$ cat src/rtl/burst_seq_pkg.sv
package burst_seq_pkg;
  localparam int BEAT_W = 2;
  typedef logic [BEAT_W-1:0] beat_t;
  typedef enum logic {ORD_LINEAR = 1'b0, ORD_XOR = 1'b1} order_e;

  // Address of a beat given the burst start and order.
  function automatic beat_t map_beat(beat_t start, beat_t beat, order_e ord);
    beat_t r;
    if (ord == ORD_XOR) r = start ^ beat;
    else                r = beat_t'(start + beat);
    return r;
  endfunction

  // Next beat position; wraps naturally modulo four.
  function automatic beat_t next_beat(beat_t beat);
    return beat_t'(beat + beat_t'(1));
  endfunction
endpackage

$ cat src/rtl/burst_beat_ctr.sv
module burst_beat_ctr
  import burst_seq_pkg::*;
(
  input  logic  clk,
  input  logic  rst_n,
  input  logic  load_evt,
  input  logic  adv_evt,
  output beat_t beat_q
);
  always_ff @(posedge clk) begin
    if (!rst_n)        beat_q <= '0;
    else if (load_evt) beat_q <= '0;
    else if (adv_evt)  beat_q <= next_beat(beat_q);
  end

  // after the last beat an advance returns to beat zero
  assert_beat_wrap_R5: assert property (@(posedge clk) disable iff (!rst_n)
    (adv_evt && !load_evt && beat_q == beat_t'(3)) |=> beat_q == '0);

  // no event means no movement
  assert_beat_hold_R6: assert property (@(posedge clk) disable iff (!rst_n)
    (!adv_evt && !load_evt) |=> $stable(beat_q));
endmodule

$ cat src/rtl/burst_start_reg.sv
module burst_start_reg
  import burst_seq_pkg::*;
#(
  parameter int UPPER_W = 8
) (
  input  logic               clk,
  input  logic               rst_n,
  input  logic               load_evt,
  input  logic [UPPER_W+BEAT_W-1:0] ext_addr,
  input  logic               ord_sel,
  output beat_t              start_q,
  output logic [UPPER_W-1:0] upper_q,
  output order_e             ord_q
);
  always_ff @(posedge clk) begin
    if (!rst_n) begin
      start_q <= '0;
      upper_q <= '0;
      ord_q   <= ORD_LINEAR;
    end else if (load_evt) begin
      start_q <= ext_addr[BEAT_W-1:0];
      upper_q <= ext_addr[UPPER_W+BEAT_W-1:BEAT_W];
      ord_q   <= order_e'(ord_sel);
    end
  end

  // the latched order only moves on a load
  assert_order_static_R7: assert property (@(posedge clk) disable iff (!rst_n)
    !load_evt |=> $stable(ord_q));
endmodule

$ cat src/rtl/burst_addr_seq.sv
module burst_addr_seq
  import burst_seq_pkg::*;
#(
  parameter int UPPER_W = 8,
  localparam int AW = UPPER_W + BEAT_W
) (
  input  logic          clk,
  input  logic          rst_n,
  input  logic          clk_en_n,
  input  logic          adv_ld,
  input  logic          ord_sel,
  input  logic [AW-1:0] ext_addr,
  output logic [AW-1:0] mem_addr
);
  // Named events for the checks below
  logic load_evt;
  logic adv_evt;
  assign load_evt = !clk_en_n && !adv_ld;
  assign adv_evt  = !clk_en_n &&  adv_ld;

  beat_t              beat_q;
  beat_t              start_q;
  logic [UPPER_W-1:0] upper_q;
  order_e             ord_q;
  beat_t              low_addr;

  burst_beat_ctr u_ctr (
    .clk      (clk),
    .rst_n    (rst_n),
    .load_evt (load_evt),
    .adv_evt  (adv_evt),
    .beat_q   (beat_q)
  );

  burst_start_reg #(.UPPER_W(UPPER_W)) u_start (
    .clk      (clk),
    .rst_n    (rst_n),
    .load_evt (load_evt),
    .ext_addr (ext_addr),
    .ord_sel  (ord_sel),
    .start_q  (start_q),
    .upper_q  (upper_q),
    .ord_q    (ord_q)
  );

  assign low_addr = map_beat(start_q, beat_q, ord_q);
  assign mem_addr = {upper_q, low_addr};

  // a load shows the captured address after the edge
  assert_load_R2: assert property (@(posedge clk) disable iff (!rst_n)
    load_evt |=> mem_addr == $past(ext_addr));

  // linear advance steps the low bits by one
  assert_linear_step_R3: assert property (@(posedge clk) disable iff (!rst_n)
    (adv_evt && ord_q == ORD_LINEAR) |=>
      mem_addr[BEAT_W-1:0] == beat_t'($past(mem_addr[BEAT_W-1:0]) + beat_t'(1)));

  // interleaved advance flips bit 0, plus bit 1 when leaving an odd beat
  assert_xor_step_R4: assert property (@(posedge clk) disable iff (!rst_n)
    (adv_evt && ord_q == ORD_XOR) |=>
      (mem_addr[BEAT_W-1:0] ^ $past(mem_addr[BEAT_W-1:0])) ==
      ($past(beat_q[0]) ? 2'b11 : 2'b01));

  // suspended edge leaves the output untouched
  assert_stall_hold_R6: assert property (@(posedge clk) disable iff (!rst_n)
    clk_en_n |=> $stable(mem_addr));

  // upper bits do not follow ext_addr during advances
  assert_upper_keep_R8: assert property (@(posedge clk) disable iff (!rst_n)
    adv_evt |=> $stable(mem_addr[AW-1:BEAT_W]));
endmodule

$ cat config.mk
export PLATFORM = sky130hd
export DESIGN_NAME = burst_addr_seq
export DESIGN_NICKNAME = d
export VERILOG_FILES = /design/src/rtl/burst_seq_pkg.sv /design/src/rtl/burst_beat_ctr.sv /design/src/rtl/burst_start_reg.sv /design/src/rtl/burst_addr_seq.sv
export SDC_FILE = /design/constraint.sdc
export NUM_CORES = 1
export LEC_CHECK = 0
export ABC_AREA = 1
export BUFFER_PORTS_ARGS = -buffer_cell sky130_fd_sc_hd__buf_2
export CORE_MARGIN = 1.5
export CORE_UTILIZATION = 39
export CTS_CLUSTER_SIZE = 30
export DETAILED_ROUTE_END_ITERATION = 10
export PLACE_DENSITY = 0.82
export SYNTH_ARGS = -nofsm -noshare
export SYNTH_HDL_FRONTEND = slang
export SYNTH_SLANG_ARGS = --single-unit
$ cat constraint.sdc
create_clock -name clk -period 0.86 [get_ports clk]
set_input_delay 0.172 -clock clk [delete_from_list [all_inputs] [get_ports clk]]
set_output_delay 0.172 -clock clk [all_outputs]
set_load 0.1 [all_outputs]
# Word-level counts from Yosys, hierarchy flattened
# Cells that the tools add are included.
dict set report op_classes {
  n_bitwise 2
  reduce_logical 5
  addsub 2
  muxes 1
}
# cell n
set ops {}
lappend ops {{$add A2 B1 Y2 const B} 1}
lappend ops {{$add A2 B2 Y2} 1}
lappend ops {{$logic_and A1 B1 Y1} 2}
lappend ops {{$logic_not A1 Y1} 2}
lappend ops {{$mux W2} 1}
lappend ops {{$reduce_or A2 Y1} 1}
lappend ops {{$xor A2 B2 Y2} 1}
lappend ops {{$not A1 Y1} 1}
dict set report word_totals {
  inputBits 15
  output_inout_bits 10
  wordCells 14
  reg_bits 13
}

# Depth between registers and ports, before layout
dict set report depth {
  depth_word 3
  ltp_mapped 6
  depth_no_buf 6
}

# Cells and area by module
# A second synthesis with hierarchy kept.
dict set report hier_totals {
  cells_unflattened 102
  hier_area_um2 636.9
}
# module seq_area_each_um2 n_inst cells_per_inst area_each_um2
set by_module_without_submodules {}
lappend by_module_without_submodules {burst_start_reg 220.2 1 69 454.2}
lappend by_module_without_submodules {burst_beat_ctr 40.0 1 15 101.3}
lappend by_module_without_submodules {burst_addr_seq 0.0 1 18 81.3}

# Worst setup path before layout
# OpenSTA, ideal clock, no wires.
dict set report synth_path {
  kind {register -> output}
  startpoint {register u_ctr.beat_q[0]}
  endpoint {output port mem_addr[1]}
  path_stages_with_launch 7
  setup_slack_ns -0.591
  n_path_buf 0
  required_time_ns 0.688
  arrival_ns 1.279
  cell_sequence {dfxtp_1 -> ha_1 -> nand2_1 -> inv_1 -> nand2_1 -> nand2_1 -> inv_1}
}
dict set report synth_via {
  elab_chain_len 2
}
# item line_no
set synth_lines {}
lappend synth_lines {{from (decl)} burst_beat_ctr.sv:8} ;# output beat_t beat_q
lappend synth_lines {{from (signal assigned)} burst_beat_ctr.sv:13} ;# else if (adv_evt) beat_q <= next_beat(beat_q);
lappend synth_lines {{$add A2 B2 Y2} burst_seq_pkg.sv:10} ;# else r = beat_t'(start + beat);
lappend synth_lines {{$mux W2} burst_seq_pkg.sv:9} ;# if (ord == ORD_XOR) r = start ^ beat;
lappend synth_lines {{to (decl)} burst_addr_seq.sv:13} ;# output logic [AW-1:0] mem_addr
# No other way between the ends.

# Worst setup path in the final report
# Ends and elaborated chain as after synthesis.

==> summary.md <==
| Metric | Value |
|---|---|
| Power Dens Cells | 1670 nW/um2 |
| Post-Synthesis Cells | 79 |
| Initial antenna violation count | 0 |
| Initial core utilization | 42.5% |
| Max Fclk | 706 MHz |
| Worst Max-Slew Pin Slew | 0.193 ns |
| Setup Buffers After CTS | 0 |
| Clock latency on the worst-skew pair | 0.28 ns |
| Overall die area | 1670 um2 |
| Yosys synthesis warning count | 0 |
| Total Routing Usage GR | 19.8% |
| Fin Hold WS | 0.111 ns |
| Root buffer cell | clkbuf_4 |
| Reg2Reg Depth | 5 |
| Rows | 13 |
| Power, Total | 1.62 mW |
| Crit. Startpoint | u_ctr.beat_q[0] |
| Hpwl dp | 976 um |
| Maximum clock path buffer count | 2 |
| Number of global-route vias before repair | 506 |
| Worst Clk Skew | 0.00101 ns |
| Global routing met2 resource utilization | 34.8% |
| Die X | 40.9 um |
| DR pass1 iterations | 3 |
| Synth top area share | 46.4% |
| Via density | 4.54 |
| Worst stage delay on the critical path | 0.36 ns |
| Syn Area/Cell | 7.10 um2 |
| CP arrival | 1.24 ns |
| Post-route ant nets | 0 |
| Clock-pin slew on the worst setup and hold paths | 0.08 ns |
| Top Ports | 25 |
| P&R area growth vs syn | 73.4% |
| Placer Congestion | 0.630 |
| CP max-delay cell | dfxtp_2 |
| Startpoint types | register |
| Period utilization | 165% |
| Tmin final | 1.42 ns |
| Final hold violations | 0 |
| Max-slew headroom | 87.1% |
| Leakage | 0.465 nW |
| Routed vias | 567 |
| Busiest grt layer | met2 |
| Worst path cell trace | ha_4 -> nand2_4 -> inv_2 -> nand2_2 -> nand2_2 -> clkinvlp_4 -> buf_12 |
| Initial DRC Count | 3 |
| Core Footprint | 1320 um2 |
| WL/cell | 10.1 um |
| First-pass GRT wire length | 2100 um |
| Largest net degree at the start of global routing | 12 |
| Reg-to-reg endpoint | u_ctr.beat_q[1] |
| Port Buf Inserts | 24 |
| Die height | 40.9 um |
| Critical path class | register to primary output |
| Status | complete, but fails checks |
| Final Max Tran Viols | 0 |
| Most common cell after layout, fill and taps aside | nor2_1 |
| Hold Crit Depth | 3 |
| Failing checks | negative setup slack |
| Post-route cell area | 972 um2 |
| #FFs+latches synth | 13 |
| Sequential element share of the synthesized area | 46.4% |
| Post-Syn Nets | 95 |
| Clock Sinks | 13 |
| Worst hold endpoint | u_start.upper_q[7] |
| Post-Route Setup TNS | -1.88 ns |
| Routed wire length | 1260 um |
| Max VDD drop | 0.00102 V |
| Synth unique cells | 14 |
| Met3 Use GR | 7.61% |
| Placed instance area | 908 um2 |
| Layout net count | 127 |
| Flop2flop setup slack | 0.04 ns |
| Synth area leader | dfxtp_1 |
| DRC Markers | 0 |
| HP Class | primary input to register |
| GR Layer Usage met1 | 21.1% |
| CTS tree | built |
| # fillers | 95 |
| Most frequent cells in the layout | nor2_1 (24), buf_2 (14), o21ai_1 (10), buf_12 (10) |
| Main area contributors after synthesis | dfxtp_1 (46%), nor2_1 (16%), o21ai_1 (8.9%) |
| Antenna diodes | 0 |
| Unrepaired setup endpoints after global routing | yes |
| Worst setup margin | -0.556 ns |
| Share of layout cells above drive strength 1 | 52.7% |
| CTS buffer count | 3 |
| Worst Path Max Fanout | 2 |
| Most frequent CP cell | nand2_2 |
| Mapped Area | 561 um2 |
| Remaining Overflow, GRT | 0 |
| Critical Path RT | 0.69 ns |
| Max_cap viols | 0 |
| R2R Path Start | u_ctr.beat_q[0] |
| Final setup violation count | 10 |
| H-tree levels | 1 |
| CP endpoint kind | primary output |
| Hold Path Origin | ext_addr[9] |
-- worst max path at each step --
stage	to	cells past startpoint
global route	mem_addr[1]	7
global placement	mem_addr[1]	7
floorplan	mem_addr[1]	6
CTS	mem_addr[1]	7
finish	mem_addr[1]	7
detailed placement	mem_addr[1]	7
-- registers in the layout, summed over array words and instances (netlist names) --
signal / flops
u_ctr.beat_q: 2
u_start.start_q: 2
u_start.ord_q: 1
u_start.upper_q: 8
-- where the power goes --
part,total (mW),internal [mW],switching (mW)
clock,0.373,0.173,0.200
combinational,0.576,0.215,0.362
sequential,0.671,0.635,0.0365
total,1.62,1.02,0.598
-- worst max-delay path: cells and delay by family (launching register included) --
kind | cells | cell delay (ns)
flops | 1 | 0.36
buf+inv | 3 | 0.30
simple gates | 3 | 0.17
fa+ha+maj | 1 | 0.14
-- repair_timing --
item / in CTS / in global routing
hold buffers: 0 / 0
resized for setup: 4 / 7
endpoints found under the setup margin: 10 / 11
pin swaps: 1 / 2
-- area by class of cell --
cell class | instances | area [um2] | area share (%)
clock buffers | 3 | 22.5 | 2.32
clock inverters | 1 | 5.00 | 0.515
inverters | 11 | 45.0 | 4.63
multi-input cells | 52 | 270 | 27.8
flip-flops and latches | 13 | 295 | 30.4
well taps | 15 | 18.8 | 1.93
repair buffers | 30 | 315 | 32.4
-- logic make-up after synthesis --
| family | count (synthesis) | synth area share, % |
|---|---|---|
| and+or+nand+nor | 40 | 29.5 |
| AOI/OAI and AO/OA | 11 | 9.82 |
| buffers and inverters | 14 | 12.1 |
| DFF | 13 | 46.4 |
| adders and majority gates | 1 | 2.23 |
-- per-layer routing --
layer	share of wire, %	vias up
li1	-	304
met1	43	240
met2	50	21
met3	6.5	2
met4	0.79	0
met5	0	-
-- stage by stage --
stage / util, % / setup WS [ns] / cells
3_5_place_dp: 68.9 / -0.307 / 121
5_1_grt: 73.8 / -0.619 / 125
6_report: 73.8 / -0.556 / 125
4_1_cts: 72.5 / -0.573 / 125
2_1_floorplan: - / -0.408 / 79
3_3_place_gp: 68.9 / -0.260 / 121
-- synth_stat cells --
cell	count
buf_6	2
clkbuf_1	1
dfxtp_1	13
ha_1	1
inv_1	10
inv_2	1
nand2_1	11
nand3_1	2
nand4_1	1
nor2_1	24
nor2_2	1
nor2_4	1
o21ai_0	1
o21ai_1	10
(Power assumes the default switching activity.)
